`config.mk`:
```
export PLATFORM = sky130hd
export DESIGN_NAME = spi_slv_rdy
export DESIGN_NICKNAME = d
export VERILOG_FILES = /design/src/rtl/spi_slv_pkg.sv /design/src/rtl/spi_slv_sync.sv /design/src/rtl/spi_slv_fifo.sv /design/src/rtl/spi_slv_shift.sv /design/src/rtl/spi_slv_rdy.sv
export SDC_FILE = /design/constraint.sdc
export NUM_CORES = 1
export LEC_CHECK = 0
export BUFFER_PORTS_ARGS = -buffer_cell sky130_fd_sc_hd__buf_4
export CAP_MARGIN = 20
export CORE_ASPECT_RATIO = 1.5
export CORE_MARGIN = 3
export CORE_UTILIZATION = 32
export CTS_CLUSTER_SIZE = 12
export DETAILED_ROUTE_END_ITERATION = 16
export PLACE_DENSITY_LB_ADDON = 0.3
export SLEW_MARGIN = 20
export SYNTH_ARGS = -nofsm -noshare
export SYNTH_HDL_FRONTEND = slang
export SYNTH_SLANG_ARGS = --single-unit
```
`constraint.sdc`:
```
create_clock -name clk -period 2.01 [get_ports clk]
set_input_delay 0.402 -clock clk [delete_from_list [all_inputs] [get_ports clk]]
set_output_delay 0.402 -clock clk [all_outputs]
set_load 0.01 [all_outputs]
```
`src/rtl/spi_slv_pkg.sv`:
```
package spi_slv_pkg;
  typedef enum logic {
    FULL_DROP      = 1'b0,
    FULL_OVERWRITE = 1'b1
  } full_policy_e;
endpackage

```
`src/rtl/spi_slv_sync.sv`:
```
module spi_slv_sync #(
  parameter int W = 3,
  parameter int STAGES = 2,
  parameter logic [W-1:0] RST_VAL = '0
) (
  input  logic         clk,
  input  logic         rst_n,
  input  logic [W-1:0] d,
  output logic [W-1:0] q
);
  logic [W-1:0] st_q [STAGES];

  for (genvar s = 0; s < STAGES; s++) begin : g_stage
    if (s == 0) begin : g_first
      always_ff @(posedge clk or negedge rst_n) begin
        if (!rst_n) st_q[s] <= RST_VAL;
        else        st_q[s] <= d;
      end
    end else begin : g_next
      always_ff @(posedge clk or negedge rst_n) begin
        if (!rst_n) st_q[s] <= RST_VAL;
        else        st_q[s] <= st_q[s-1];
      end
    end
  end

  assign q = st_q[STAGES-1];
endmodule

```
`src/rtl/spi_slv_fifo.sv`:
```
module spi_slv_fifo #(
  parameter int DW = 8,
  parameter int DEPTH = 4,
  localparam int AW = $clog2(DEPTH)
) (
  input  logic          clk,
  input  logic          rst_n,
  input  logic          push,
  input  logic          ovw,
  input  logic          pop,
  input  logic [DW-1:0] din,
  output logic [DW-1:0] dout,
  output logic [AW:0]   count
);
  localparam logic [AW:0] FULL_V = (AW+1)'(DEPTH);

  logic [DW-1:0] mem [DEPTH];
  logic [AW-1:0] wp_q, wp_n, rp_q, rp_n, waddr;
  logic [AW:0]   cnt_q, cnt_n;
  logic          empty, full, do_pop, do_push, do_ovw, we;

  always_comb begin
    empty   = (cnt_q == '0);
    full    = (cnt_q == FULL_V);
    do_pop  = pop & ~empty;
    do_push = push & (~full | do_pop);
    do_ovw  = ovw & full & ~do_pop;
    we      = do_push | do_ovw;
    waddr   = do_ovw ? (wp_q - 1'b1) : wp_q;
    wp_n    = wp_q + AW'(do_push);
    rp_n    = rp_q + AW'(do_pop);
    cnt_n   = cnt_q + (AW+1)'(do_push) - (AW+1)'(do_pop);
  end

  always_ff @(posedge clk or negedge rst_n) begin
    if (!rst_n) begin
      wp_q  <= '0;
      rp_q  <= '0;
      cnt_q <= '0;
    end else begin
      wp_q  <= wp_n;
      rp_q  <= rp_n;
      cnt_q <= cnt_n;
    end
  end

  always_ff @(posedge clk) begin
    if (we) mem[waddr] <= din;
  end

  assign dout  = mem[rp_q];
  assign count = cnt_q;
endmodule

```
`src/rtl/spi_slv_shift.sv`:
```
module spi_slv_shift #(
  parameter int DW = 8
) (
  input  logic          clk,
  input  logic          rst_n,
  input  logic          cpol,
  input  logic          cpha,
  input  logic          sck_s,
  input  logic          ss_n_s,
  input  logic          mosi_s,
  input  logic          tx_en,
  input  logic          tx_avail,
  input  logic [DW-1:0] tx_head,
  output logic          miso,
  output logic          tx_take,
  output logic          udr_set,
  output logic          rx_done,
  output logic [DW-1:0] rx_word
);
  localparam int CW = $clog2(DW);
  localparam logic [CW-1:0] LAST = CW'(DW - 1);

  logic          sck_d, ssa_d, need_q, need_n;
  logic [CW-1:0] bit_q, bit_n;
  logic [DW-1:0] txsh_q, txsh_n, rxsh_q, rxsh_n, peek;
  logic          ss_act, ss_fall, rise, fall, lead, trail;
  logic          drv_e, smp_e, first, last, commit;

  always_comb begin
    ss_act  = ~ss_n_s;
    ss_fall = ss_act & ~ssa_d;
    rise    = sck_s & ~sck_d;
    fall    = ~sck_s & sck_d;
    lead    = cpol ? fall : rise;
    trail   = cpol ? rise : fall;
    drv_e   = ss_act & (cpha ? lead : trail);
    smp_e   = ss_act & (cpha ? trail : lead);
    first   = (bit_q == '0);
    last    = (bit_q == LAST);
    peek    = tx_avail ? tx_head : '0;
    commit  = first & (cpha ? drv_e : smp_e);
    tx_take = commit & tx_avail;
    udr_set = commit & tx_en & ~tx_avail;
    rx_word = {rxsh_q[DW-2:0], mosi_s};
    rx_done = smp_e & last;

    bit_n  = bit_q;
    need_n = need_q;
    txsh_n = txsh_q;
    rxsh_n = rxsh_q;
    if (!ss_act) begin
      bit_n  = '0;
      need_n = 1'b0;
    end else begin
      if (ss_fall && !cpha) txsh_n = peek;
      if (drv_e) begin
        if (cpha ? first : need_q) begin
          txsh_n = peek;
          need_n = 1'b0;
        end else begin
          txsh_n = txsh_q << 1;
        end
      end
      if (smp_e) begin
        rxsh_n = rx_word;
        if (last) begin
          bit_n  = '0;
          need_n = ~cpha;
        end else begin
          bit_n = bit_q + 1'b1;
        end
      end
    end
  end

  always_ff @(posedge clk or negedge rst_n) begin
    if (!rst_n) begin
      sck_d  <= 1'b0;
      ssa_d  <= 1'b0;
      need_q <= 1'b0;
      bit_q  <= '0;
      txsh_q <= '0;
      rxsh_q <= '0;
    end else begin
      sck_d  <= sck_s;
      ssa_d  <= ss_act;
      need_q <= need_n;
      bit_q  <= bit_n;
      txsh_q <= txsh_n;
      rxsh_q <= rxsh_n;
    end
  end

  assign miso = ss_act & txsh_q[DW-1];
endmodule

```
`src/rtl/spi_slv_rdy.sv`:
```
module spi_slv_rdy #(
  parameter int DW = 8,
  parameter int RX_DEPTH = 4,
  parameter int TX_DEPTH = 4,
  parameter int SYNC_STAGES = 2,
  localparam int RX_AW = $clog2(RX_DEPTH),
  localparam int TX_AW = $clog2(TX_DEPTH)
) (
  input  logic             clk,
  input  logic             rst_n,
  input  logic             sck,
  input  logic             ss_n,
  input  logic             mosi,
  output logic             miso,
  output logic             rdy,
  input  logic             cpol,
  input  logic             cpha,
  input  logic             rx_en,
  input  logic             tx_en,
  input  logic             fc_en,
  input  logic [RX_AW-1:0] wmark,
  input  logic             ovf_pol,
  input  logic             rx_pop,
  output logic [DW-1:0]    rx_data,
  output logic             rx_req,
  input  logic             tx_push,
  input  logic [DW-1:0]    tx_data,
  output logic             tx_req,
  output logic             ovf_flag,
  input  logic             ovf_clr,
  output logic             udr_flag,
  input  logic             udr_clr
);
  import spi_slv_pkg::*;

  localparam logic [RX_AW:0] RX_FULL = (RX_AW+1)'(RX_DEPTH);
  localparam logic [TX_AW:0] TX_FULL = (TX_AW+1)'(TX_DEPTH);

  logic [1:0]      rs_q;
  logic            rst_i_n;
  logic [2:0]      pins_s;
  logic            ss_n_s, sck_s, mosi_s;
  logic [RX_AW:0]  rx_cnt;
  logic [TX_AW:0]  tx_cnt;
  logic [DW-1:0]   tx_head, rx_word;
  logic            tx_avail, tx_take, udr_set, rx_done;
  logic            rx_push, rx_ovw, rx_full, ovf_set;
  logic            ovf_q, ovf_n, udr_q, udr_n;

  always_ff @(posedge clk or negedge rst_n) begin
    if (!rst_n) rs_q <= '0;
    else        rs_q <= {rs_q[0], 1'b1};
  end
  assign rst_i_n = rs_q[1];

  spi_slv_sync #(.W(3), .STAGES(SYNC_STAGES), .RST_VAL(3'b100)) u_sync (
    .clk(clk), .rst_n(rst_i_n), .d({ss_n, sck, mosi}), .q(pins_s)
  );
  assign {ss_n_s, sck_s, mosi_s} = pins_s;

  spi_slv_shift #(.DW(DW)) u_shift (
    .clk(clk), .rst_n(rst_i_n), .cpol(cpol), .cpha(cpha),
    .sck_s(sck_s), .ss_n_s(ss_n_s), .mosi_s(mosi_s),
    .tx_en(tx_en), .tx_avail(tx_avail), .tx_head(tx_head),
    .miso(miso), .tx_take(tx_take), .udr_set(udr_set),
    .rx_done(rx_done), .rx_word(rx_word)
  );

  spi_slv_fifo #(.DW(DW), .DEPTH(TX_DEPTH)) u_txf (
    .clk(clk), .rst_n(rst_i_n), .push(tx_push), .ovw(1'b0), .pop(tx_take),
    .din(tx_data), .dout(tx_head), .count(tx_cnt)
  );

  spi_slv_fifo #(.DW(DW), .DEPTH(RX_DEPTH)) u_rxf (
    .clk(clk), .rst_n(rst_i_n), .push(rx_push), .ovw(rx_ovw), .pop(rx_pop),
    .din(rx_word), .dout(rx_data), .count(rx_cnt)
  );

  always_comb begin
    tx_avail = tx_en & (tx_cnt != '0);
    tx_req   = tx_en & (tx_cnt != TX_FULL);
    rx_full  = (rx_cnt == RX_FULL);
    rx_push  = rx_done & rx_en;
    rx_ovw   = rx_push & ~fc_en & (full_policy_e'(ovf_pol) == FULL_OVERWRITE);
    ovf_set  = rx_push & rx_full & ~rx_pop;
    rx_req   = rx_en & (rx_cnt != '0);
    rdy      = fc_en ? (rx_cnt <= {1'b0, wmark}) : 1'b1;
    ovf_n    = ovf_set | (ovf_q & ~ovf_clr);
    udr_n    = udr_set | (udr_q & ~udr_clr);
  end

  always_ff @(posedge clk or negedge rst_i_n) begin
    if (!rst_i_n) begin
      ovf_q <= 1'b0;
      udr_q <= 1'b0;
    end else begin
      ovf_q <= ovf_n;
      udr_q <= udr_n;
    end
  end

  assign ovf_flag = ovf_q;
  assign udr_flag = udr_q;
endmodule

```
### Yosys cells after proc, flatten, opt, wreduce, memory -nomap -nowiden

Memories as Yosys holds them, arrays and structs flattened.
Index checks and enable logic that the tools add are counted.

| storage, ports and cells | value |
|---|---|
| bits in writable memories | 64 |
| logic and storage cells | 116 |
| input bits | 25 |
| output and inout port bits | 14 |
| memories kept | 2 |
| register bits | 45 |

Memories:

| memory | words | width | read ports | clocked after memory_dff | wr ports | line | source |
|---|---|---|---|---|---|---|---|
| u_rxf.mem | 4 | 8 | 1 | 0 | 1 | spi_slv_fifo.sv:17 | `logic [DW-1:0] mem [DEPTH];` |
| u_txf.mem | 4 | 8 | 1 | 0 | 1 | spi_slv_fifo.sv:17 |  |

| cells by class | value |
|---|---|
| eq/ne operators | 4 |
| reductions and logical operators | 11 |
| add/sub/neg operators | 10 |
| mux-type cells | 24 |
| bitwise gates (word level) | 47 |
| order comparisons | 1 |

Operators with widths:

| operator | count |
|---|---|
| $mux W8 | 4 |
| $and A1 B1 Y1 | 27 |
| $mux W1 | 16 |
| $not A1 Y1 | 15 |
| $eq A3 B3 Y1 const B | 3 |
| $logic_not A3 Y1 | 3 |
| $mux W3 | 3 |
| $add A2 B1 Y2 | 4 |
| $add A3 B1 Y3 | 2 |
| $reduce_bool A3 Y1 | 2 |
| $sub A3 B1 Y3 | 2 |
| $or A1 B1 Y1 | 5 |
| $reduce_and A2 Y1 | 2 |
| $reduce_bool A2 Y1 | 2 |
| $add A3 B1 Y3 const B | 1 |
| $le A3 B2 Y1 | 1 |
| $ne A3 B3 Y1 const B | 1 |
| $mux W2 | 1 |
| $sub A2 B1 Y2 const B | 1 |
| $logic_and A1 B1 Y1 | 1 |
| $logic_not A1 Y1 | 1 |

### Depth between registers and ports, before layout

Gate-level depths: netlist of run 1.

| depth | value |
|---|---|
| depth in word-level cells | 14 |
| mapped depth | 10 |
| depth with buffers taken out | 10 |

### Modules after synthesis

Synthesis of run 1 repeated with hierarchy kept, for this count alone.

| unflattened totals | value |
|---|---|
| cell total of the unflattened synthesis | 298 |
| area total of the unflattened synthesis | 4,813.4 sq um |

By module, submodules not included:

| module | sequential area each (sq um) | cells each | area an instance (sq um) | times used |
|---|---|---|---|---|
| spi_slv_fifo (u_rxf) | 1,136.1 | 78 | 1,590.3 | 1 |
| spi_slv_fifo (u_txf) | 1,136.1 | 78 | 1,554.0 | 1 |
| spi_slv_shift | 525.5 | 109 | 1,247.4 | 1 |
| spi_slv_rdy | 100.1 | 24 | 246.5 | 1 |
| spi_slv_sync | 152.6 | 9 | 175.2 | 1 |

### Worst setup path after synthesis of run 1

No wires, ideal clock.

| timing | value |
|---|---|
| path type | flip-flop to flip-flop |
| start point | register u_shift.sck_d |
| end point | memory u_txf.mem[1][0] (enable) |
| stages on the path, launching flop included | 5 |
| arrival time | 2.155 ns |
| library setup time | 0.385 ns |
| buffers on the path | 0 |
| clock period less this slack | 2.540 ns |
| required time | 1.625 ns |
| slack | -0.530 ns |
| cells stage by stage | dfrtp_1 > or3b_1 > a2111oi_2 > o21ai_1 > nor3b_1 |

| between the ends | value |
|---|---|
| cells in the longest elaborated chain, start to end | 13 |
| elaborated cells on any way between the ends | 17 |
| classes of those cells | mux: 7; bitwise: 10 |

RTL lines:

| item | line | source |
|---|---|---|
| start: declaration | spi_slv_shift.sv:23 | `logic sck_d, ssa_d, need_q, need_n;` |
| start signal: assignment | spi_slv_shift.sv:85 | `sck_d <= sck_s;` |
| $not A1 Y1 | spi_slv_shift.sv:32 | `rise = sck_s & ~sck_d;` |
| $and A1 B1 Y1 | spi_slv_shift.sv:32 |  |
| $mux W1 (on tied branches) | spi_slv_shift.sv:34, spi_slv_shift.sv:35 |  |
| $mux W1 (on tied branches) | spi_slv_shift.sv:37, spi_slv_shift.sv:36 |  |
| $and A1 B1 Y1 (on tied branches) | spi_slv_shift.sv:37, spi_slv_shift.sv:36 |  |
| $mux W1 * | spi_slv_shift.sv:41 | `commit = first & (cpha ? drv_e : smp_e);` |
| $and A1 B1 Y1 * | spi_slv_shift.sv:41 |  |
| $and A1 B1 Y1 * | spi_slv_shift.sv:42 | `tx_take = commit & tx_avail;` |
| $and A1 B1 Y1 * | spi_slv_fifo.sv:25 | `do_pop = pop & ~empty;` |
| $or A1 B1 Y1 * | spi_slv_fifo.sv:26 | `do_push = push & (~full \| do_pop);` |
| $and A1 B1 Y1 * | spi_slv_fifo.sv:26 |  |
| $mux W1 * | spi_slv_fifo.sv:48 | `if (we) mem[waddr] <= din;` |
| $mux W1 (not written as such) * | spi_slv_fifo.sv:48 |  |
| end: declaration | spi_slv_fifo.sv:17 |  |

Mark *: on every way between the ends. The rest lies on a longest branch, timed or not.

### Final worst setup path of run 1

| timing | value |
|---|---|
| start point | register u_shift.sck_d |
| end point | register u_txf.cnt_q[2] (netlist: u_txf.count[2]) |

| between the ends | value |
|---|---|
| cells in the longest elaborated chain, start to end | 13 |
| elaborated cells on any way between the ends | 17 |
| classes of those cells | add/sub: 2; mux: 5; bitwise: 10 |

RTL lines:

| item | line | source |
|---|---|---|
| $not A1 Y1 | spi_slv_shift.sv:32 |  |
| $and A1 B1 Y1 | spi_slv_shift.sv:32 |  |
| $mux W1 (on tied branches) | spi_slv_shift.sv:34, spi_slv_shift.sv:35 |  |
| $mux W1 (on tied branches) | spi_slv_shift.sv:37, spi_slv_shift.sv:36 |  |
| $and A1 B1 Y1 (on tied branches) | spi_slv_shift.sv:37, spi_slv_shift.sv:36 |  |
| $mux W1 * | spi_slv_shift.sv:41 |  |
| $and A1 B1 Y1 * | spi_slv_shift.sv:41 |  |
| $and A1 B1 Y1 * | spi_slv_shift.sv:42 |  |
| $and A1 B1 Y1 * | spi_slv_fifo.sv:25 |  |
| $or A1 B1 Y1 | spi_slv_fifo.sv:26 |  |
| $and A1 B1 Y1 | spi_slv_fifo.sv:26 |  |
| $add A3 B1 Y3 | spi_slv_fifo.sv:32 | `cnt_n = cnt_q + (AW+1)'(do_push) - (AW+1)'(do_pop);` |
| $sub A3 B1 Y3 * | spi_slv_fifo.sv:32 |  |
| via u_txf.cnt_n[2] | spi_slv_fifo.sv:19 | `logic [AW:0] cnt_q, cnt_n;` |
| end signal: assignment | spi_slv_fifo.sv:43 | `cnt_q <= cnt_n;` |
| end: declaration | spi_slv_fifo.sv:19 |  |

Mark *: on every way through the listed nets, which the timed path passes. The rest lies on a longest branch.
A chain may end at the register's enable or synchronous reset.

==> flow_metrics.tcl, run 1 <==
set metrics [dict create \
    num_rows 52 \
    fin_crit_sh_pct 110.8 \
    r2r_setup_slack_ns -0.22 \
    status "finished, violations left" \
    post-route-util_pct 43.25 \
    clk_path_buf_depth 2 \
    nNetsFinal 412 \
    root_buffer "clkbuf_16" \
    synth_top_cell_by_area "edfxtp_1" \
    synth.area.top_cells "edfxtp_1, dfrtp_1, mux4_2, ha_1, mux2_2" \
    area_delta_synth_final_pct 30.11 \
    synth-simple-area-share_pct 6.722 \
    place.gp.congestion 0.7777 \
    critPathKind "flip-flop to flip-flop" \
    path_max_fanout 2 \
    routedWlPerCell_um 15.34 \
    grt_first_pass_wirelength_um 13900 \
    synth_top_family_by_area "multiplexers" \
    cts.htree.levels 3 \
    wl_um 8270 \
    io_buffer_count 38 \
    report.power.total_mw 6.914 \
    viasPerCell 4.800 \
    hold_ws_ns 0.1658 \
    synthMuxAreaShare_pct 11.05 \
    final-setup-viol-count 51 \
    final_max_slew_viol_count 0 \
    hpwl_um 6273 \
    coreArea_um2 13660 \
    synth_area_per_cell_um2 16.05 \
    start_util_pct 33.24 \
    dieHeight_um 151.9 \
    ys_warn_count 0 \
    drtPass1Iterations 3 \
    ant_nets 0 \
    drc 0 \
    async_flop_share_pct 41.28 \
    leakage_nw 2.312 \
    violations "negative setup slack" \
    drtIter0Drc 92 \
    hold_path_class "input port to flip-flop" \
    synthXorXnorAreaFrac_pct 1.901 \
    grt_pass1_vias 2838 \
    arrival_ns 2.45 \
    setup_ws_ns -0.2177 \
    ys.flop_type "edfxtp_1" \
    synth_compound_area_share_pct 5.372 \
    setup_tns_ns -5.687 \
    syn_inst 283 \
    clock.fmax_mhz 448.9 \
    cap_violations 0 \
    io_pins 39 \
    power_density_nw_per_um2 1170 \
    antennaDiodeCount 0 \
    drive_gt1_share_pct 41.91 \
    synth_top_area_share_pct 42.31 \
    dp_slack_ns -0.4262 \
    clk_latency_ns 0.34 \
    ir_worst_vdd_uv 573.0 \
    overflow 0 \
    rsz0062_at_grt "true" \
    hold_viol 0 \
    die-area_um2 15690 \
    fin_crit_ns 2.228 \
    grt_max_degree 19 \
    crit_path_end_kind "flip-flop" \
    critPathLaunchType "flip-flop" \
    dieWidth_um 103.3 \
    final_cell_mix "buf_4, edfxtp_1, dfrtp_1, inv_1, mux4_2" \
    synth_nets 323 \
    fin_skew_ns 0.006067 \
    routed-via-count 2587 \
    ys_seq_elements 109 \
    cts_sinks 109 \
    critPathRequiredTime_ns 2.24 \
    final_common_cell "buf_4" \
    synth_edf_count 64 \
    path_clk_slew_ns 0.07 \
    ys_types 46 \
    mappedNetlistArea_um2 4542 \
    track_usage_pct 11.46 \
    tritoncts "yes" \
    synth_adder_area_share_pct 4.463 \
    antenna_found_initial 0 \
    ys_seq_area_share_pct 67.16 \
    cts_made_buffers 9 \
]
-- critical path, cell delays in order (launching register included) --
cell	delay [ns]
dfrtp_1	0.38
or3b_4	0.39
a2111oi_4	0.32
ha_1	0.18
inv_1	0.04
ha_2	0.17
fa_2	0.35
xor2_2	0.15
xnor2_1	0.13
-- path summary, 6_finish.rpt --
| check | depth (start not counted) | to | start |
|---|---|---|---|
| setup reg to reg | 8 | u_txf.count[2] | u_shift.sck_d |
| hold / removal | 1 | u_sync.st_q[3] | mosi |
| min in group asynchronous | 0 | u_shift.rxsh_q[1] | rs_q[1] |
| setup / recovery | 8 | u_txf.count[2] | u_shift.sck_d |
| hold reg to reg | 0 | u_shift.rxsh_q[1] | rs_q[1] |
| max in group asynchronous | 1 | u_sync.st_q[5] | rs_q[1] |
-- cell usage after synthesis (2+ instances only) --
| cell type | count |
|---|---|
| dfstp_2 | 2 |
| ha_1 | 13 |
| nor3b_1 | 4 |
| xor2_1 | 5 |
| o21ai_1 | 3 |
| buf_2 | 4 |
| nor2_1 | 7 |
| dfrtp_1 | 43 |
| xnor2_1 | 3 |
| a21oi_1 | 4 |
| clkbuf_1 | 5 |
| nand3b_1 | 4 |
| mux2i_1 | 4 |
| mux2_2 | 9 |
| edfxtp_1 | 64 |
| nor3_1 | 4 |
| nand3_1 | 10 |
| and2_1 | 2 |
| nor2b_1 | 8 |
| fa_1 | 2 |
| o211ai_1 | 8 |
| mux4_2 | 16 |
| or3_1 | 2 |
| a31oi_1 | 2 |
| nand2_1 | 2 |
| o22ai_1 | 2 |
| o221ai_1 | 7 |
| inv_1 | 26 |
-- metal layers --
metal | wire length [um] | global-route usage [%] | up-vias
li1 | - | - | 1247
met1 | 3050 | 12.16 | 1294
met2 | 4856 | 21.18 | 35
met3 | 217 | 2.844 | 11
met4 | 147 | 4.136 | 0
met5 | 0 | 0 | -
-- logic make-up after synthesis --
| kind of cell | Yosys count |
|---|---|
| other cells | 1 |
| mux | 29 |
| simple gates | 51 |
| buf+inv | 36 |
| fa+ha+maj | 15 |
| flops | 109 |
| compound gates | 33 |
| xor+xnor | 9 |
-- through the flow --
stage / cells / instance area (um2)
6_report: 539 / 5909
5_1_grt: 539 / 5909
4_1_cts: 536 / 5819
3_5_place_dp: 518 / 5497
3_3_place_gp: 518 / 5497
2_1_floorplan: 283 / 4646
-- cell type report --
cell class / instances / area (um2)
fill: 1244 / 7754
clock inverter: 4 / 33.78
multi-input combinational: 138 / 1526
inverter: 26 / 97.59
clock buffer: 12 / 236.5
timing repair buffer: 88 / 760.7
tap: 162 / 202.7
sequential: 109 / 3052
-- what timing repair did --
action / CTS / global route
setup endpoints to repair: 61 / 62
resized for setup: 9 / 14
hold buffers: 1 / 0
hold endpoints to repair: 2 / 0
pin swaps: 8 / 4
setup buffers: 1 / 3
-- sequential cells by signal, summed over array words and instances, names as in the netlist, 2 cells and up --
register / cells
rs_q: 2
u_rxf.count: 3
u_rxf.mem: 32
u_rxf.rp_q: 2
u_rxf.wp_q: 2
u_shift.bit_q: 3
u_shift.rxsh_q: 7
u_shift.txsh_q: 8
u_sync.q: 3
u_sync.st_q: 3
u_txf.count: 3
u_txf.mem: 32
u_txf.rp_q: 2
u_txf.wp_q: 2
-- power by group --
group / switching (mW) / internal [mW] / leakage, nW
logic: 0.877 / 1.23 / 1.05
registers: 0.323 / 2.85 / 1.14
clock network: 0.777 / 0.851 / 0.127
Power figures use the tool's default switching activity.
==> run 2: changes to the inputs <==
--- a/config.mk
+++ b/config.mk
@@ -7,6 +7,8 @@
 export LEC_CHECK = 0
 export BUFFER_PORTS_ARGS = -buffer_cell sky130_fd_sc_hd__buf_4
 export CAP_MARGIN = 20
+export CELL_PAD_IN_SITES_DETAIL_PLACEMENT = 0
+export CELL_PAD_IN_SITES_GLOBAL_PLACEMENT = 1
 export CORE_ASPECT_RATIO = 1.5
 export CORE_MARGIN = 3
 export CORE_UTILIZATION = 32
==> run 2 against run 1 <==
- the flow still finishes with violations (negative setup slack)
- final cell count fell by 0.93%
- via count rose by 0.12%
- utilization rose by 0.54 points
- sequential cell count did not move
- clock power rose by 26%
- worst hold slack got worse by 0.0018 ns
- sequential power rose by 2%
- register-to-register slack improved by 0.04 ns
- die area did not move
- global-route usage rose by 0.18 points
- routed wire length rose by 1.9%
- highest routed layer unchanged
==> flow_metrics.tcl, run 2 (same netlist as run 1, synthesis figures left out) <==
set metrics [dict create \
    status "finished, violations left" \
    violations "negative setup slack" \
    regToRegStartpoint "u_sync.q[1]" \
    coreArea_um2 13660 \
    io_pins 39 \
    root_buffer "clkbuf_16" \
    grtUsageMet3_pct 2.752 \
    final_common_cell "buf_4" \
    viasPerCell 4.850 \
    regArea_um2 3052 \
    hold_viol 0 \
    clock.fmax_mhz 456.2 \
    hold_path_class "input port to flip-flop" \
    place.gp.congestion 0.7220 \
    fin_crit_ns 2.192 \
    fin_crit_sh_pct 109.1 \
    cp.depth 8 \
    critPathCapture "u_txf.count[2]" \
    internal_power_mw 5.332 \
    die-area_um2 15690 \
    cts_sinks 109 \
    critPathLaunchType "flip-flop" \
    nNetsFinal 407 \
    path_clk_slew_ns 0.07 \
    cts_made_buffers 9 \
    p_seq_share_pct 44.0 \
    clock_power_share_pct 27.9 \
    swShare_pct 27.37 \
    p_comb_share_pct 28.1 \
    dieHeight_um 151.9 \
    final_cell_mix "buf_4, edfxtp_1, dfrtp_1, inv_1, mux4_2" \
    grt_max_degree 44 \
    report.power.total_mw 7.342 \
    p_switching_mw 2.009 \
    cp.buffers_inverters 1 \
    final_area_um2 5983 \
    clk_path_buf_depth 2 \
    leakage_nw 2.327 \
    grt_pass1_vias 2835 \
    area_delta_synth_final_pct 31.74 \
    drc 0 \
    cp_slowest_cell "or3b_4" \
    power_density_nw_per_um2 1227 \
    drive_gt1_share_pct 43.01 \
    grt_busiest_layer "met2" \
    critical-path-top-delay-family "adder cells" \
    overflow 0 \
    critPathKind "flip-flop to flip-flop" \
    cap_violations 0 \
    dieWidth_um 103.3 \
    fin_skew_ns 0.006425 \
    routed-via-count 2590 \
    met1_usage_pct 13.23 \
    multi_input_area_um2 1545 \
    path_max_fanout 3 \
    final_max_slew_viol_count 0 \
    fill_cells 1244 \
    met2_usage_pct 20.91 \
    antenna_found_initial 0 \
    slew_headroom_pct 61.51 \
    ir_worst_vdd_uv 684.1 \
    critPathRequiredTime_ns 2.24 \
    setup.worst_path.start "u_sync.q[1]" \
    reg2reg_to "u_txf.count[2]" \
    tritoncts "yes" \
    clk_latency_ns 0.34 \
    r2r_setup_slack_ns -0.18 \
    post-route-util_pct 43.79 \
    routedWlPerCell_um 15.78 \
    ant_nets 0 \
    final-setup-viol-count 51 \
    top_regs "u_rxf.mem (32), u_txf.mem (32), u_shift.txsh_q (8)" \
    track_usage_pct 11.65 \
    grt_first_pass_wirelength_um 14170 \
    place_area_um2 5474 \
    crit_path_end_kind "flip-flop" \
    cts.htree.levels 3 \
    reg2regPathDepth 8 \
    drtIter0Drc 74 \
    hpwl_um 6130 \
    crit_chain "or3b_4, a2111oi_4, ha_1, inv_1, ha_2, fa_2, xor2_1, xnor2_1" \
    wl_um 8429 \
    cpPeakStageDelay_ns 0.40 \
    worst_slew_pin_slew_ns 0.5773 \
    arrival_ns 2.42 \
    num_rows 52 \
    drtPass1Iterations 4 \
    rsz0062_at_grt "true" \
    io_buffer_count 38 \
    antennaDiodeCount 0 \
    start_util_pct 33.24 \
    setup_ws_ns -0.1821 \
]
## run 2: changes by cell type in the layout (fill, tap and decap cells not counted), sizes merged
cell	previous run	this run
clkinvlp	1	0
buf	87	82
bufinv	0	3
clkbuf	12	9
clkinv	2	1
inv	27	29
## run 2: power by group through the flow
| stage | registers [mW] | clock network (mW) | logic, mW |
|---|---|---|---|
| finish | 3.23 | 2.05 | 2.06 |
| global route | 3.30 | 2.21 | 2.27 |
| CTS | 3.24 | 2.12 | 2.02 |
| detailed placement | 3.29 | 0 | 1.91 |
| global placement | 3.26 | 0 | 1.86 |
| floorplan | 3.11 | 0 | 1.22 |
## run 2: layer usage
layer	share of wire, %	wire, um
met5	0	0
met1	38	3219
met2	58	4863
met3	3.1	258
met4	1.0	87
## run 2: how the worst min path moves through the flow
stage               start        endpoint  slack, ns  cells past startpoint
floorplan           rst_n         rs_q[0]       0.11                      0
global placement    rst_n         rs_q[0]       0.18                      1
detailed placement  rst_n         rs_q[0]       0.19                      1
CTS                  ss_n  u_sync.st_q[5]       0.14                      1
global route         mosi  u_sync.st_q[3]       0.15                      1
finish               ss_n  u_sync.st_q[5]       0.16                      1
## run 2: what timing repair did
item / in CTS / in global routing
hold endpoints to repair: 2 / 0
cloned: 0 / 0
endpoints found under the setup margin: 53 / 76
hold buffers: 1 / 0
setup buffers: 3 / 1
pin swaps: 8 / 6
gates resized for setup: 16 / 16
## run 2: cell type report
class,instances,share of cell area [%]
Clock buffer,9,3.764
Timing Repair Buffer,83,12.21
Clock inverter,7,2.133
Tap cell,162,3.388
Sequential cell,109,51.00
Multi-Input combinational cell,138,25.83
Inverter,26,1.673
## run 2: stage by stage
step	setup WS, ns	TNS, ns	std cells	hold WS (ns)
detailed placement	-0.4042	-15.62	515	0.1851
finish	-0.1821	-5.761	534	0.1640
global placement	-0.3603	-14.88	515	0.1846
floorplan	-0.2716	-5.410	283	0.1064
CTS	-0.2154	-6.208	534	0.1448
global route	-0.2703	-9.546	534	0.1458
==> run 3: changes to the inputs <==
--- a/config.mk
+++ b/config.mk
@@ -9,7 +9,6 @@
 export CAP_MARGIN = 20
 export CELL_PAD_IN_SITES_DETAIL_PLACEMENT = 0
 export CELL_PAD_IN_SITES_GLOBAL_PLACEMENT = 1
-export CORE_ASPECT_RATIO = 1.5
 export CORE_MARGIN = 3
 export CORE_UTILIZATION = 32
 export CTS_CLUSTER_SIZE = 12
==> run 3 against run 2 <==
- the flow still finishes with violations (negative setup slack)
- worst hold slack got worse by 0.0057 ns
- die area fell by 0.19%
- sequential cell count did not move
- register-to-register slack barely moved
- critical path depth did not move
- fmax rose by 0.40%
- clock-buffer cell count rose by 1
- sequential share of layout area rose by 0.20 points
- combinational power barely moved
- global-route usage fell by 0.67 points
- via count rose by 0.19%
- highest routed layer unchanged
==> flow_metrics.tcl, run 3 (same netlist as run 1, synthesis figures left out) <==
set metrics [dict create \
    root_buffer "clkbuf_16" \
    clk_latency_ns 0.35 \
    die-area_um2 15660 \
    violations "negative setup slack" \
    fin_crit_sh_pct 108.6 \
    fin_skew_ns 0.007591 \
    worst_slew_pin_slew_ns 0.5477 \
    setup_tns_ns -4.930 \
    dp_slack_ns -0.3805 \
    clock_power_share_pct 24.1 \
    ir_worst_vdd_uv 677.7 \
    critPathKind "flip-flop to flip-flop" \
    drtPass1Iterations 4 \
    clk_path_buf_depth 2 \
    power_density_nw_per_um2 1166 \
    dieHeight_um 125.1 \
    grt_pass1_vias 2743 \
    hold_path_class "input port to flip-flop" \
    routedWlPerCell_um 14.83 \
    p_switching_mw 2.010 \
    critPathLaunchType "flip-flop" \
    r2r_setup_slack_ns -0.17 \
    path_clk_slew_ns 0.07 \
    arrival_ns 2.42 \
    slew_headroom_pct 63.48 \
    final_cell_mix "buf_4, edfxtp_1, dfrtp_1, inv_1, mux4_2" \
    critPathRequiredTime_ns 2.25 \
    hold_viol 0 \
    hpwl_um 5894 \
    io_pins 39 \
    routed-via-count 2595 \
    report.power.total_mw 6.947 \
    fill_cells 1235 \
    viasPerCell 4.718 \
    tritoncts "yes" \
    place_area_um2 5479 \
    area_delta_synth_final_pct 31.21 \
    nNetsFinal 409 \
    start_util_pct 33.50 \
    cts.htree.levels 3 \
    overflow 0 \
    final_area_um2 5959 \
    dieWidth_um 125.1 \
    rsz0062_at_grt "true" \
    crit_path_end_kind "flip-flop" \
    grt_first_pass_wirelength_um 13580 \
    path_max_fanout 3 \
    num_rows 42 \
    p_seq_share_pct 46.6 \
    cts_sinks 109 \
    cap_violations 0 \
    drtIter0Drc 124 \
    coreArea_um2 13560 \
    p_comb_share_pct 29.3 \
    antenna_found_initial 0 \
    place.gp.congestion 0.7266 \
    track_usage_pct 10.97 \
    clock.fmax_mhz 458.0 \
    final_common_cell "buf_4" \
    leakage_nw 2.321 \
    wl_um 8159 \
    io_buffer_count 38 \
    setup_ws_ns -0.1734 \
    top_regs "u_rxf.mem (32), u_txf.mem (32), u_shift.txsh_q (8)" \
    final_max_slew_viol_count 0 \
    internal_power_mw 4.937 \
    swShare_pct 28.93 \
    fin_crit_ns 2.183 \
    post-route-util_pct 43.96 \
    drc 0 \
    final-setup-viol-count 43 \
    status "finished, violations left" \
    ant_nets 0 \
    antennaDiodeCount 0 \
    grt_max_degree 22 \
    drive_gt1_share_pct 42.51 \
    cts_made_buffers 9 \
]
run 3: repair_timing:
action                     CTS  global route
setup buffers                0             4
cloned                       0             0
hold buffers                 1             0
pin swaps                    7             8
hold endpoints to repair     2             0
setup endpoints to repair   61            72
gates resized for setup     12            26
run 3: layout make-up:
type	count	area [um2]	share of cell area, %
flip-flops and latches	109	3052	51.21
multi-input cells	138	1546	25.95
repair buffers	85	759.5	12.74
clock buffers	10	229.0	3.842
well taps	176	220.2	3.695
inverters	26	97.59	1.638
clock inverters	6	55.05	0.9238
run 3: final timing paths:
check / start / to / cells past startpoint
max reg2reg: u_sync.q[1] / u_txf.count[2] / 8
min reg2reg: rs_q[1] / u_shift.bit_q[2] / 0
max: u_sync.q[1] / u_txf.count[2] / 8
max in group asynchronous: rs_q[1] / u_sync.st_q[5] / 1
min in group asynchronous: rs_q[1] / u_shift.bit_q[2] / 0
min: sck / u_sync.st_q[4] / 1
run 3: per-layer routing:
layer  share of wire (%)  global-route usage (%)  vias up
li1                    -                       -     1242
met1                  42                   12.77     1302
met2                  53                   19.55       41
met3                 3.5                   3.198       10
met4                 1.4                   3.444        0
met5                   0                       0        -
run 3: worst max-delay path: stages, from the launching register on:
cell and delay (ns):
dfrtp_1 0.37, or3b_4 0.41, a2111oi_4 0.32, ha_1 0.17, inv_1 0.04, ha_2 0.16, fa_2 0.33, xor2_1 0.15
xnor2_1 0.12
run 3: power by group through the flow:
| stage | registers [mW] | logic [mW] | clock network [mW] |
|---|---|---|---|
| floorplan | 3.11 | 1.22 | 0 |
| finish | 3.23 | 2.04 | 1.68 |
| detailed placement | 3.28 | 1.87 | 0 |
| global placement | 3.26 | 1.83 | 0 |
| global route | 3.31 | 2.23 | 1.83 |
| CTS | 3.25 | 1.93 | 1.75 |
run 3: through the flow:
step                      std cells  hold WS (ns)
after floorplan                 283        0.1064
after global placement          529        0.1856
after detailed placement        529        0.1845
after CTS                       546        0.1426
after global routing            550        0.1421
final                           550        0.1583
